**src/rtl/bus_parity_pkg.sv**
```systemverilog
package bus_parity_pkg;

  localparam logic [3:0] CMD_SPECIAL = 4'b0001;

  // Per-edge strobes from the phase tracker to the parity datapath.
  typedef struct packed {
    logic driveLo;    // drive lower-lane parity next clock
    logic driveHi;    // drive upper-lane parity next clock
    logic checkAddr;  // compare address parity next edge
    logic checkData;  // compare data parity next edge
    logic checkWide;  // include upper lane in that compare
    logic reportOk;   // a data mismatch may lower the error line
  } parStrobe_t;

endpackage

```
**src/rtl/parity_phase_ctrl.sv**
```systemverilog
module parity_phase_ctrl
  import bus_parity_pkg::*;
#(
  parameter int BE_W    = 4,
  parameter bit WIDE_EN = 1'b1
) (
  input  logic            clk,
  input  logic            rstN,
  input  logic            isMaster,
  input  logic            frameN,
  input  logic            irdyN,
  input  logic            trdyN,
  input  logic            devselN,
  input  logic            req64N,
  input  logic            ack64N,
  input  logic [BE_W-1:0] cmdIn,
  output parStrobe_t      strobe
);

  logic            busy;
  logic [BE_W-1:0] cmdReg;
  logic            wideReg;

  logic addrPhase;
  logic isWrite;
  logic isSpecial;
  logic phaseDone;
  logic ownDrive;
  logic receiver;

  always_comb begin
    addrPhase = !busy && !frameN;
    isWrite   = cmdReg[0];
    isSpecial = (cmdReg[3:0] == CMD_SPECIAL);
    phaseDone = busy && !irdyN && !trdyN;
    ownDrive  = busy && ((isMaster && isWrite && !irdyN) ||
                         (!isMaster && !isWrite && !trdyN));
    receiver  = (isMaster && !isWrite) || (!isMaster && isWrite);

    strobe.driveLo   = (addrPhase && isMaster) || ownDrive;
    strobe.driveHi   = WIDE_EN &&
                       ((addrPhase && isMaster && !req64N) ||
                        (ownDrive && wideReg && !ack64N));
    strobe.checkAddr = addrPhase && !isMaster;
    strobe.checkData = phaseDone && receiver;
    strobe.checkWide = WIDE_EN && wideReg && !ack64N;
    strobe.reportOk  = !devselN && !isSpecial;
  end

  always_ff @(posedge clk or negedge rstN) begin
    if (!rstN) begin
      busy    <= 1'b0;
      cmdReg  <= '0;
      wideReg <= 1'b0;
    end else if (addrPhase) begin
      busy    <= 1'b1;
      cmdReg  <= cmdIn;
      wideReg <= !req64N;
    end else if (busy && frameN && (irdyN || phaseDone)) begin
      busy    <= 1'b0;
    end
  end

  AST_CMD_STABLE: assert property (@(posedge clk) disable iff (!rstN)
    (busy && $past(busy)) |-> $stable(cmdReg));

endmodule

```
**src/rtl/parity_datapath.sv**
```systemverilog
module parity_datapath
  import bus_parity_pkg::*;
#(
  parameter int LANE_W  = 32,
  parameter int BE_W    = 4,
  parameter bit WIDE_EN = 1'b1
) (
  input  logic                clk,
  input  logic                rstN,
  input  logic [2*LANE_W-1:0] ad,
  input  logic [2*BE_W-1:0]   cbeN,
  input  logic                parIn,
  input  logic                par64In,
  input  parStrobe_t          strobe,
  output logic                parOut,
  output logic                parOe,
  output logic                par64Out,
  output logic                par64Oe,
  output logic                perrN,
  output logic                perrOe,
  output logic                errSticky
);

  localparam int LANES = WIDE_EN ? 2 : 1;

  logic laneDrive [2];
  logic parBit    [2];
  logic oeBit     [2];

  assign laneDrive[0] = strobe.driveLo;
  assign laneDrive[1] = strobe.driveHi;

  for (genvar g = 0; g < 2; g++) begin : gLane
    if (g < LANES) begin : gOn
      always_ff @(posedge clk or negedge rstN) begin
        if (!rstN) begin
          parBit[g] <= 1'b0;
          oeBit[g]  <= 1'b0;
        end else begin
          parBit[g] <= ^{ad[g*LANE_W +: LANE_W], cbeN[g*BE_W +: BE_W]};
          oeBit[g]  <= laneDrive[g];
        end
      end
    end else begin : gOff
      assign parBit[g] = 1'b0;
      assign oeBit[g]  = 1'b0;
    end
  end

  logic pendAddr, pendData, pendWide, pendReport;
  logic errDet;
  logic perrNReg, perrOeReg, sticky;
  logic mmLo, mmHi, dataErr, addrErr;

  always_comb begin
    mmLo    = parBit[0] ^ parIn;
    mmHi    = parBit[1] ^ par64In;
    dataErr = pendData && (mmLo || (pendWide && mmHi));
    addrErr = pendAddr && mmLo;
  end

  always_ff @(posedge clk or negedge rstN) begin
    if (!rstN) begin
      pendAddr   <= 1'b0;
      pendData   <= 1'b0;
      pendWide   <= 1'b0;
      pendReport <= 1'b0;
      errDet     <= 1'b0;
      perrNReg   <= 1'b1;
      perrOeReg  <= 1'b0;
      sticky     <= 1'b0;
    end else begin
      pendAddr   <= strobe.checkAddr;
      pendData   <= strobe.checkData;
      pendWide   <= strobe.checkWide;
      pendReport <= strobe.reportOk;
      errDet     <= dataErr && pendReport;
      perrNReg   <= !errDet;
      perrOeReg  <= errDet || (perrOeReg && !perrNReg);
      sticky     <= sticky || dataErr || addrErr;
    end
  end

  assign parOut    = parBit[0];
  assign parOe     = oeBit[0];
  assign par64Out  = parBit[1];
  assign par64Oe   = oeBit[1];
  assign perrN     = perrNReg;
  assign perrOe    = perrOeReg;
  assign errSticky = sticky;

  AST_PERR_AFTER_MISMATCH: assert property (@(posedge clk) disable iff (!rstN)
    (dataErr && pendReport) |=> ##1 !perrNReg);
  AST_PERR_LOW_IS_DRIVEN: assert property (@(posedge clk) disable iff (!rstN)
    !perrNReg |-> perrOeReg);
  AST_PERR_PARKED_HIGH: assert property (@(posedge clk) disable iff (!rstN)
    $rose(perrNReg) |-> perrOeReg);
  AST_STICKY_HOLDS: assert property (@(posedge clk) disable iff (!rstN)
    sticky |=> sticky);
  AST_ADDR_ERR_SILENT: assert property (@(posedge clk) disable iff (!rstN)
    addrErr |=> ##1 perrNReg);

endmodule

```
**src/rtl/bus_parity_unit.sv**
```systemverilog
module bus_parity_unit
  import bus_parity_pkg::*;
#(
  parameter int LANE_W  = 32,
  parameter int BE_W    = 4,
  parameter bit WIDE_EN = 1'b1
) (
  input  logic                clk,
  input  logic                rstN,
  input  logic                isMaster,
  input  logic                frameN,
  input  logic                irdyN,
  input  logic                trdyN,
  input  logic                devselN,
  input  logic                req64N,
  input  logic                ack64N,
  input  logic [2*BE_W-1:0]   cbeN,
  input  logic [2*LANE_W-1:0] ad,
  input  logic                parIn,
  input  logic                par64In,
  output logic                parOut,
  output logic                parOe,
  output logic                par64Out,
  output logic                par64Oe,
  output logic                perrN,
  output logic                perrOe,
  output logic                parErrSeen
);

  parStrobe_t strobe;

  parity_phase_ctrl #(
    .BE_W    (BE_W),
    .WIDE_EN (WIDE_EN)
  ) u_ctrl (
    .clk      (clk),
    .rstN     (rstN),
    .isMaster (isMaster),
    .frameN   (frameN),
    .irdyN    (irdyN),
    .trdyN    (trdyN),
    .devselN  (devselN),
    .req64N   (req64N),
    .ack64N   (ack64N),
    .cmdIn    (cbeN[BE_W-1:0]),
    .strobe   (strobe)
  );

  parity_datapath #(
    .LANE_W  (LANE_W),
    .BE_W    (BE_W),
    .WIDE_EN (WIDE_EN)
  ) u_data (
    .clk       (clk),
    .rstN      (rstN),
    .ad        (ad),
    .cbeN      (cbeN),
    .parIn     (parIn),
    .par64In   (par64In),
    .strobe    (strobe),
    .parOut    (parOut),
    .parOe     (parOe),
    .par64Out  (par64Out),
    .par64Oe   (par64Oe),
    .perrN     (perrN),
    .perrOe    (perrOe),
    .errSticky (parErrSeen)
  );

endmodule

```
**config.mk**
```make
export PLATFORM = sky130hd
export DESIGN_NAME = bus_parity_unit
export DESIGN_NICKNAME = d
export VERILOG_FILES = /design/src/rtl/bus_parity_pkg.sv /design/src/rtl/parity_phase_ctrl.sv /design/src/rtl/parity_datapath.sv /design/src/rtl/bus_parity_unit.sv
export SDC_FILE = /design/constraint.sdc
export NUM_CORES = 1
export LEC_CHECK = 0
export ABC_AREA = 1
export BUFFER_PORTS_ARGS = -buffer_cell sky130_fd_sc_hd__buf_2
export CORE_AREA = 2 2 78 80
export DETAILED_ROUTE_END_ITERATION = 8
export DIE_AREA = 0 0 80 82
export HOLD_SLACK_MARGIN = 0.1
export MAX_ROUTING_LAYER = met4
export PLACE_DENSITY_LB_ADDON = 0.2
export SETUP_SLACK_MARGIN = 0.4
export SLEW_MARGIN = 30
export SYNTH_ARGS = -nofsm -noshare
export SYNTH_HDL_FRONTEND = slang
export SYNTH_SLANG_ARGS = --single-unit
```
**constraint.sdc**
```tcl
create_clock -name clk -period 0.95 [get_ports clk]
set_input_delay 0.0475 -clock clk [delete_from_list [all_inputs] [get_ports clk]]
set_output_delay 0.0475 -clock clk [all_outputs]
set_load 0.02 [all_outputs]
```
* Word level (Yosys, flattened, before mapping)
Index checks and enable logic that the tools add are counted.
** Storage, ports and cells
- Bits in registers :: 18
- Bits of input ports :: 83
- Output and inout port bits :: 7
- Logic and storage cells :: 69
** Operators by class
- Eq/ne operators :: 1
- Muxes and demuxes :: 2
- Bitwise gates (word level) :: 2
- Reduce and logical (&&, ||, !) cells :: 49
** Operator list (number)
- $reduce_xor A36 Y1 :: 2
- $logic_and A1 B1 Y1 :: 25
- $logic_not A1 Y1 :: 12
- $logic_or A1 B1 Y1 :: 9
- $eq A4 B1 Y1 const B :: 1
- $mux W1 :: 2
- $reduce_bool A2 Y1 :: 1
- $xor A1 B1 Y1 :: 2

* Logic depth before layout (Yosys ltp)
Gate-level depths: netlist of run 1.
- Depth in word-level cells :: 8
- Mapped depth :: 13
- Gate-level depth less buffers :: 13

* Hierarchy
A second synthesis of run 1 with hierarchy kept.
** Unflattened totals
- Cells, all modules :: 523
- Area, all modules :: 2482.4 um^2
** By module, submodules not included
- parity_datapath :: times used 1, cells an instance 480, area each 2143.3 um^2, sequential area each 301.5 um^2
- parity_phase_ctrl :: times used 1, cells an instance 43, area each 339.1 um^2, sequential area each 150.1 um^2

* Worst setup path before layout of run 1
OpenSTA, ideal clock, no wires.
- Path kind :: reg-to-reg
- Start point :: reg u_data.parBit, in the netlist u_data.parOut
- End point :: reg u_data.sticky (netlist: u_data.errSticky)
- Library setup time :: 0.128 ns
- Arrival time :: 0.908 ns
- Data required time :: 0.822 ns
- Slack :: -0.086 ns
- Cell stages (with the launch flop) :: 5
- Buffers on the path :: 0
- Period minus slack after synthesis :: 1.036 ns
- Cell sequence :: dfrtp_1 -> xnor2_1 -> o21ai_0 -> a21oi_1 -> o21ai_0
** Between the ends
- Word-level cells in the longest chain between the ends :: 5
- Elaborated cells on any way between the ends :: 6
- Those cells by class :: bitwise (1); reduce/logical (5)
** Ends and longest elaborated chain
- from (decl) :: line parity_datapath.sv:27 : logic parBit [2];
- from (signal, indexed assignment) :: line parity_datapath.sv:40 : parBit[g] <= ^{ad[g*LANE_W +: LANE_W], cbeN[g*BE_W +: BE_W]};
- $xor A1 B1 Y1 (*) :: line parity_datapath.sv:56 : mmLo = parBit[0] ^ parIn;
- $logic_or A1 B1 Y1 :: line parity_datapath.sv:58 : dataErr = pendData && (mmLo || (pendWide && mmHi));
- $logic_and A1 B1 Y1 :: line parity_datapath.sv:58
- $logic_or A1 B1 Y1 :: line parity_datapath.sv:80 : sticky <= sticky || dataErr || addrErr;
- $logic_or A1 B1 Y1 (*) :: line parity_datapath.sv:80
- to (signal assigned) :: line parity_datapath.sv:80
- to (decl) :: line parity_datapath.sv:52 : logic perrNReg, perrOeReg, sticky;
Mark *: on every way between the ends. The rest lies on a longest branch, timed or not.
A chain may end at the register's enable or synchronous reset.

==> results of run 1 <==
layout make-up:
| cell class | count | share of cell area (%) |
|---|---|---|
| repair buffers | 102 | 22.30 |
| well taps | 75 | 2.601 |
| flip-flops and latches | 18 | 12.59 |
| clock buffers | 4 | 1.526 |
| multi-input cells | 350 | 51.87 |
| inverters | 77 | 9.119 |
Yosys cell counts:
cell | count | share of area (%)
a21oi_1 | 2 | 0.45
a32oi_1 | 1 | 0.39
a41oi_1 | 1 | 0.39
and3_1 | 1 | 0.28
clkbuf_1 | 1 | 0.17
dfrtp_1 | 17 | 19
dfstp_2 | 1 | 1.2
ha_1 | 2 | 1.1
inv_1 | 75 | 13
inv_2 | 2 | 0.33
nand2_1 | 282 | 47
nand2_2 | 4 | 1.1
nand3_1 | 9 | 2.0
nand3b_1 | 2 | 0.67
nor2_1 | 13 | 2.2
nor2_2 | 1 | 0.28
nor3_1 | 1 | 0.22
o21ai_0 | 8 | 1.8
o32ai_1 | 1 | 0.39
xnor2_1 | 13 | 5.1
xor2_1 | 9 | 3.5
metal layers:
layer	share of wire, %	up-vias
met5	0	-
met4	0	0
met3	4.7	0
met2	52	64
met1	43	1173
li1	-	1514
timing repair:
action / CTS / global route
resized for setup: 104 / 95
pin swaps: 91 / 65
endpoints found under the hold margin: 27 / 24
setup buffers: 3 / 1
setup endpoints to repair: 24 / 24
logic make-up after synthesis:
| logic type | count (synthesis) | share of synthesized area (%) |
|---|---|---|
| AO/OA/AOI/OAI | 13 | 3.395 |
| XOR/XNOR | 22 | 8.570 |
| adder cells (fa/ha/maj) | 2 | 1.113 |
| buffers and inverters | 78 | 13.02 |
| flip-flops | 18 | 20.09 |
| AND/OR/NAND/NOR | 313 | 53.81 |
report_power, final:
part           total (W)  switching (W)  internal, W
registers       0.000949      0.0000819     0.000867
clock network   0.000600       0.000232     0.000367
logic            0.00193        0.00102     0.000908
final timing paths:
check	startpoint	endpoint	slack, ns	cells past startpoint
worst min-delay path	rstN	u_data.pendData	-0.28	1
worst min register to register	u_data.errDet	u_data.perrN	0.37	1
worst max-delay path	u_ctrl.cmdReg[0]	u_data.par64Oe	-0.1	4
worst max register to register	u_ctrl.cmdReg[0]	u_data.par64Oe	-0.1	4
max in group asynchronous	rstN	u_data.perrN	0.92	1
min in group clk	devselN	u_data.pendReport	-0.04	2
critical path, stage by stage (launching register included):
cell and delay [ns]:
dfrtp_1 0.41, inv_2 0.07, ha_4 0.16, a32oi_4 0.19
o32ai_2 0.10
through the flow:
step | area (um2) | power [W]
detailed placement | 2954 | 0.002390
global route | 3608 | 0.003779
finish | 3608 | 0.003478
global placement | 2954 | 0.002347
CTS | 3319 | 0.003254
floorplan | 2355 | 0.001879
==> results.txt, run 1 <==
Status: complete, but fails checks
Violations in the final reports: negative hold slack, negative setup slack
YS warnings: 0
Final GP Congestion: 0.7803
Footprint of the multi-input gates: 0.001872 mm2
GR Util met2: 27.17%
Min Hold Slack: -0.2810 ns
Worst Path Arrival: 1.18 ns
Ports: 90
Post-DP HPWL: 4078 um
Die X-Extent: 80 um
Remaining Overflow, GRT: 0
Final worst-path setup slack: -0.09824 ns
Gr busiest metal: met2
Global-route wire length before repair: 8197 um
Setup Skew: 0.0006340 ns
GR Util met1: 18.87%
PwrDens: 963.9 mW/mm2
Syn_nets: 531
Required @ worst endpoint: 1.08 ns
Router iterations before antenna repair: 4
Gr usage total: 15.12%
Slew @ Worst Pin: 0.3928 ns
Mapped Avg Cell Area: 5.041 um2
Clock-pin slew on the worst setup and hold paths: 0.06 ns
WL final: 5158 um
Setup crit start kind: flip-flop
Setup TNS Final: -0.2973 ns
Minimum clock period after layout: 1.048 ns
Post-layout util: 62.80%
Max-cap violations: 0
Setup crit end kind: flip-flop
Root buf cell: clkbuf_8
Core area: 0.005746 mm2
Layout area overhead: 60.49%
Hold Crit Class: input pin to asynchronous set/reset pin
RSZ-0062 raised after global routing: true
CTS Buf Count: 3
Via count: 2751
CTS H-tree lvls: 1
WL/cell: 8.240 um
Worst Path Max Fanout: 3
Most common cell after layout, fill and taps aside: nand2_1
Period utilisation layout: 110.3%
Pins Over Slew Limit: 0
#FFs+latches synth: 18
First DRT Iteration DRCs: 60
Global routing usage on met3: 1.538%
PortBufs: 89
Fillers: 546
Synth Cell Area: 0.002248 mm2
Sink Count: 18
Most frequent cells in the layout: nand2_1 (213), nand2_2 (68), buf_2 (49)
Syn Inst Count: 446
Cell count after placement: 618
Register area: 454.2 um2
Fin nets: 637
CTS tree: built
Vias in the first global route: 2201
Slew headroom: 73.81%
Clk buf depth: 2
Diodes inserted: 0
Largest Register: u_ctrl.cmdReg
CP Class: flip-flop to flip-flop
Finish-stage setup viols: 5
Vias per cell: 4.395
Initial antenna violation count: 0
Die area: 0.006560 mm2
Clock latency on the worst-skew pair: 0.24 ns
Post-route ant nets: 0
Count of cell types in the netlist: 21
Final Non-Filler Cells: 626
Largest net degree at the start of global routing: 19
Pre-CTS setup slack: -0.1690 ns
Initial core utilization: 39.13%
Final hold violations: 20
Leakage: 2.119 nW
Sequential area share after synthesis: 20.09%
VDD IR max: 0.0009033 V
Std cell rows: 28
Max reg flops: 4
Die height: 82 um
Share of post-route cells with drive strength above 1: 47.37%
DRC: 0
Fmax: 954.0 MHz
Note: power is estimated with default switching activity, not from simulation.
==> inputs of run 2 (changes only) <==
Clock period 0.95 ns to 0.9 ns, I/O delays scaled along.
==> results.txt, run 2 (same netlist as run 1, synthesis figures left out) <==
Setup crit start kind: flip-flop (unchanged)
Final GP Congestion: 0.7836 (was 0.7803)
Share of post-route cells with drive strength above 1: 54.51% (was 47.37%)
Max-cap violations: 0 (unchanged)
Std cell rows: 28 (unchanged)
Slew headroom: 73.65% (was 73.81%)
Router iterations before antenna repair: 4 (unchanged)
Post-route ant nets: 0 (unchanged)
Leakage: 2.184 nW (was 2.119 nW)
Violations in the final reports: negative hold slack, negative setup slack (unchanged)
DRC: 0 (unchanged)
Final Non-Filler Cells: 629 (was 626)
Gr usage total: 15.66% (was 15.12%)
Most common cell after layout, fill and taps aside: nand2_1 (unchanged)
Initial antenna violation count: 0 (unchanged)
R2R setup slack: -0.14 ns (was -0.1 ns)
Fmax: 962.0 MHz (was 954.0 MHz)
Largest net degree at the start of global routing: 19 (unchanged)
Post-DP HPWL: 4053 um (was 4078 um)
Diodes inserted: 0 (unchanged)
Setup Skew: 0.004811 ns (was 0.0006340 ns)
First DRT Iteration DRCs: 69 (was 60)
Clock latency on the worst-skew pair: 0.26 ns (was 0.24 ns)
Max reg flops: 4 (unchanged)
Minimum clock period after layout: 1.039 ns (was 1.048 ns)
Pins Over Slew Limit: 0 (unchanged)
Vias in the first global route: 2228 (was 2201)
Register area: 452.9 um2 (was 454.2 um2)
Worst Path Max Fanout: 3 (unchanged)
RSZ-0062 raised after global routing: true (unchanged)
Worst Path Arrival: 1.18 ns (about the same)
Slew @ Worst Pin: 0.3952 ns (was 0.3928 ns)
Crit path to: u_data.par64Oe (unchanged)
Clock-pin slew on the worst setup and hold paths: 0.07 ns (was 0.06 ns)
Ports: 90 (unchanged)
PortBufs: 89 (unchanged)
Hold Crit Class: input pin to asynchronous set/reset pin (unchanged)
P_sw: 0.001508 W (was 0.001335 W)
Clk pwr share: 17.6% (was 17.2%)
Die X-Extent: 80 um (unchanged)
Layout area overhead: 70.56% (was 60.49%)
Fin nets: 640 (was 637)
Sink Count: 18 (unchanged)
R2R depth: 4 (unchanged)
Required @ worst endpoint: 1.04 ns (was 1.08 ns)
Largest Register: u_ctrl.cmdReg (unchanged)
WL/cell: 9.037 um (was 8.240 um)
PwrDens: 1005 mW/mm2 (was 963.9 mW/mm2)
Clk buf depth: 2 (unchanged)
Core area: 0.005746 mm2 (unchanged)
Status: complete, but fails checks (unchanged)
Global-route wire length before repair: 8487 um (was 8197 um)
Remaining Overflow, GRT: 0 (unchanged)
Crit Reg-Reg Endpoint: u_data.par64Oe (unchanged)
Via count: 2802 (was 2751)
CTS H-tree lvls: 1 (unchanged)
Fillers: 517 (was 546)
Period utilisation layout: 115.5% (was 110.3%)
Setup crit end kind: flip-flop (unchanged)
Cell count after placement: 618 (unchanged)
Sequential share of power: 25.8% (was 27.3%)
Initial core utilization: 39.13% (unchanged)
WL final: 5684 um (was 5158 um)
Min Hold Slack: -0.3019 ns (was -0.2810 ns)
Net Sw Frac: 39.14% (was 38.39%)
Comb pwr share: 56.6% (was 55.5%)
CP Class: flip-flop to flip-flop (unchanged)
VDD IR max: 0.0009896 V (was 0.0009033 V)
Final hold violations: 21 (was 20)
Root buf cell: clkbuf_8 (unchanged)
Worst Setup SP: u_ctrl.cmdReg[0] (unchanged)
Vias per cell: 4.455 (was 4.395)
CTS Buf Count: 3 (unchanged)
Most frequent cells in the layout: nand2_1 (185), nand2_2 (95), buf_6 (49) (was nand2_1 (213), nand2_2 (68), buf_2 (49))
Reg2reg start: u_ctrl.cmdReg[0] (unchanged)
Finish-stage setup viols: 13 (was 5)
Die height: 82 um (unchanged)
CTS tree: built (unchanged)
Final worst-path setup slack: -0.1395 ns (was -0.09824 ns)
Die area: 0.006560 mm2 (unchanged)
Internal power: 0.002345 W (was 0.002143 W)
Footprint of the multi-input gates: 0.002004 mm2 (was 0.001872 mm2)
## run 2: cell types whose count changed in the layout (fill, tap and decap cells not counted), sizes merged
cell | previous run | this run
buf | 102 | 105
## run 2: worst min-delay path by stage
stage	cells after the start	slack (ns)	startpoint	to
2_1_floorplan	0	-0.25	rstN	u_ctrl.busy
3_3_place_gp	1	-0.009	rstN	u_data.errSticky
3_5_place_dp	1	-0.004	rstN	u_data.errSticky
4_1_cts	1	-0.28	rstN	u_data.par64Oe
5_1_grt	1	-0.27	rstN	u_data.pendAddr
6_report	1	-0.30	rstN	u_data.pendAddr
## run 2: what timing repair did
item                                   in CTS  in global routing
gates cloned                                0                  0
gates resized for setup                    90                172
pin swaps                                  66                111
setup buffers                               4                  3
setup endpoints to repair                  24                 25
endpoints found under the hold margin      27                 25
## run 2: layout make-up
cell class                 count  area share, %
multi-input combinational    350          52.27
timing repair buffer         105          23.39
sequential                    18          11.81
inverter                      77          8.646
tap                           75          2.447
clock buffer                   4          1.436
## run 2: power groups by stage
stage / Combinational [W] / Clock (W) / Sequential (W)
2_1_floorplan: 0.000947 / 0 / 0.00104
3_3_place_gp: 0.00149 / 0 / 0.000985
3_5_place_dp: 0.00153 / 0 / 0.000986
4_1_cts: 0.00178 / 0.000667 / 0.000991
5_1_grt: 0.00243 / 0.000707 / 0.00100
6_report: 0.00218 / 0.000678 / 0.000995
## run 2: layer usage
metal  routed length [um]  global-route usage, %
met1                 2306                  19.51
met2                 3041                  28.25
met3                  275                  1.209
met4                   60                  2.542
met5                    0                      -
## run 2: through the flow
step           worst slack [ns]  setup TNS (ns)  power, W  cell area, um2  util [%]
3_3_place_gp            -0.1878          -1.167  0.002477            2954     51.42
2_1_floorplan           -0.1114         -0.2409  0.001983            2355         -
3_5_place_dp            -0.2190          -1.260  0.002519            2954     51.42
6_report                -0.1395          -1.122  0.003853            3835     66.75
5_1_grt                 -0.2019          -1.856  0.004142            3835     66.75
4_1_cts                 -0.1653         -0.9563  0.003436            3303     57.49
## run 2: worst max-delay path: stages (launching register included)
cell and delay [ns]:
dfrtp_1 0.40, inv_2 0.07, ha_4 0.16, a32oi_4 0.19, o32ai_2 0.10
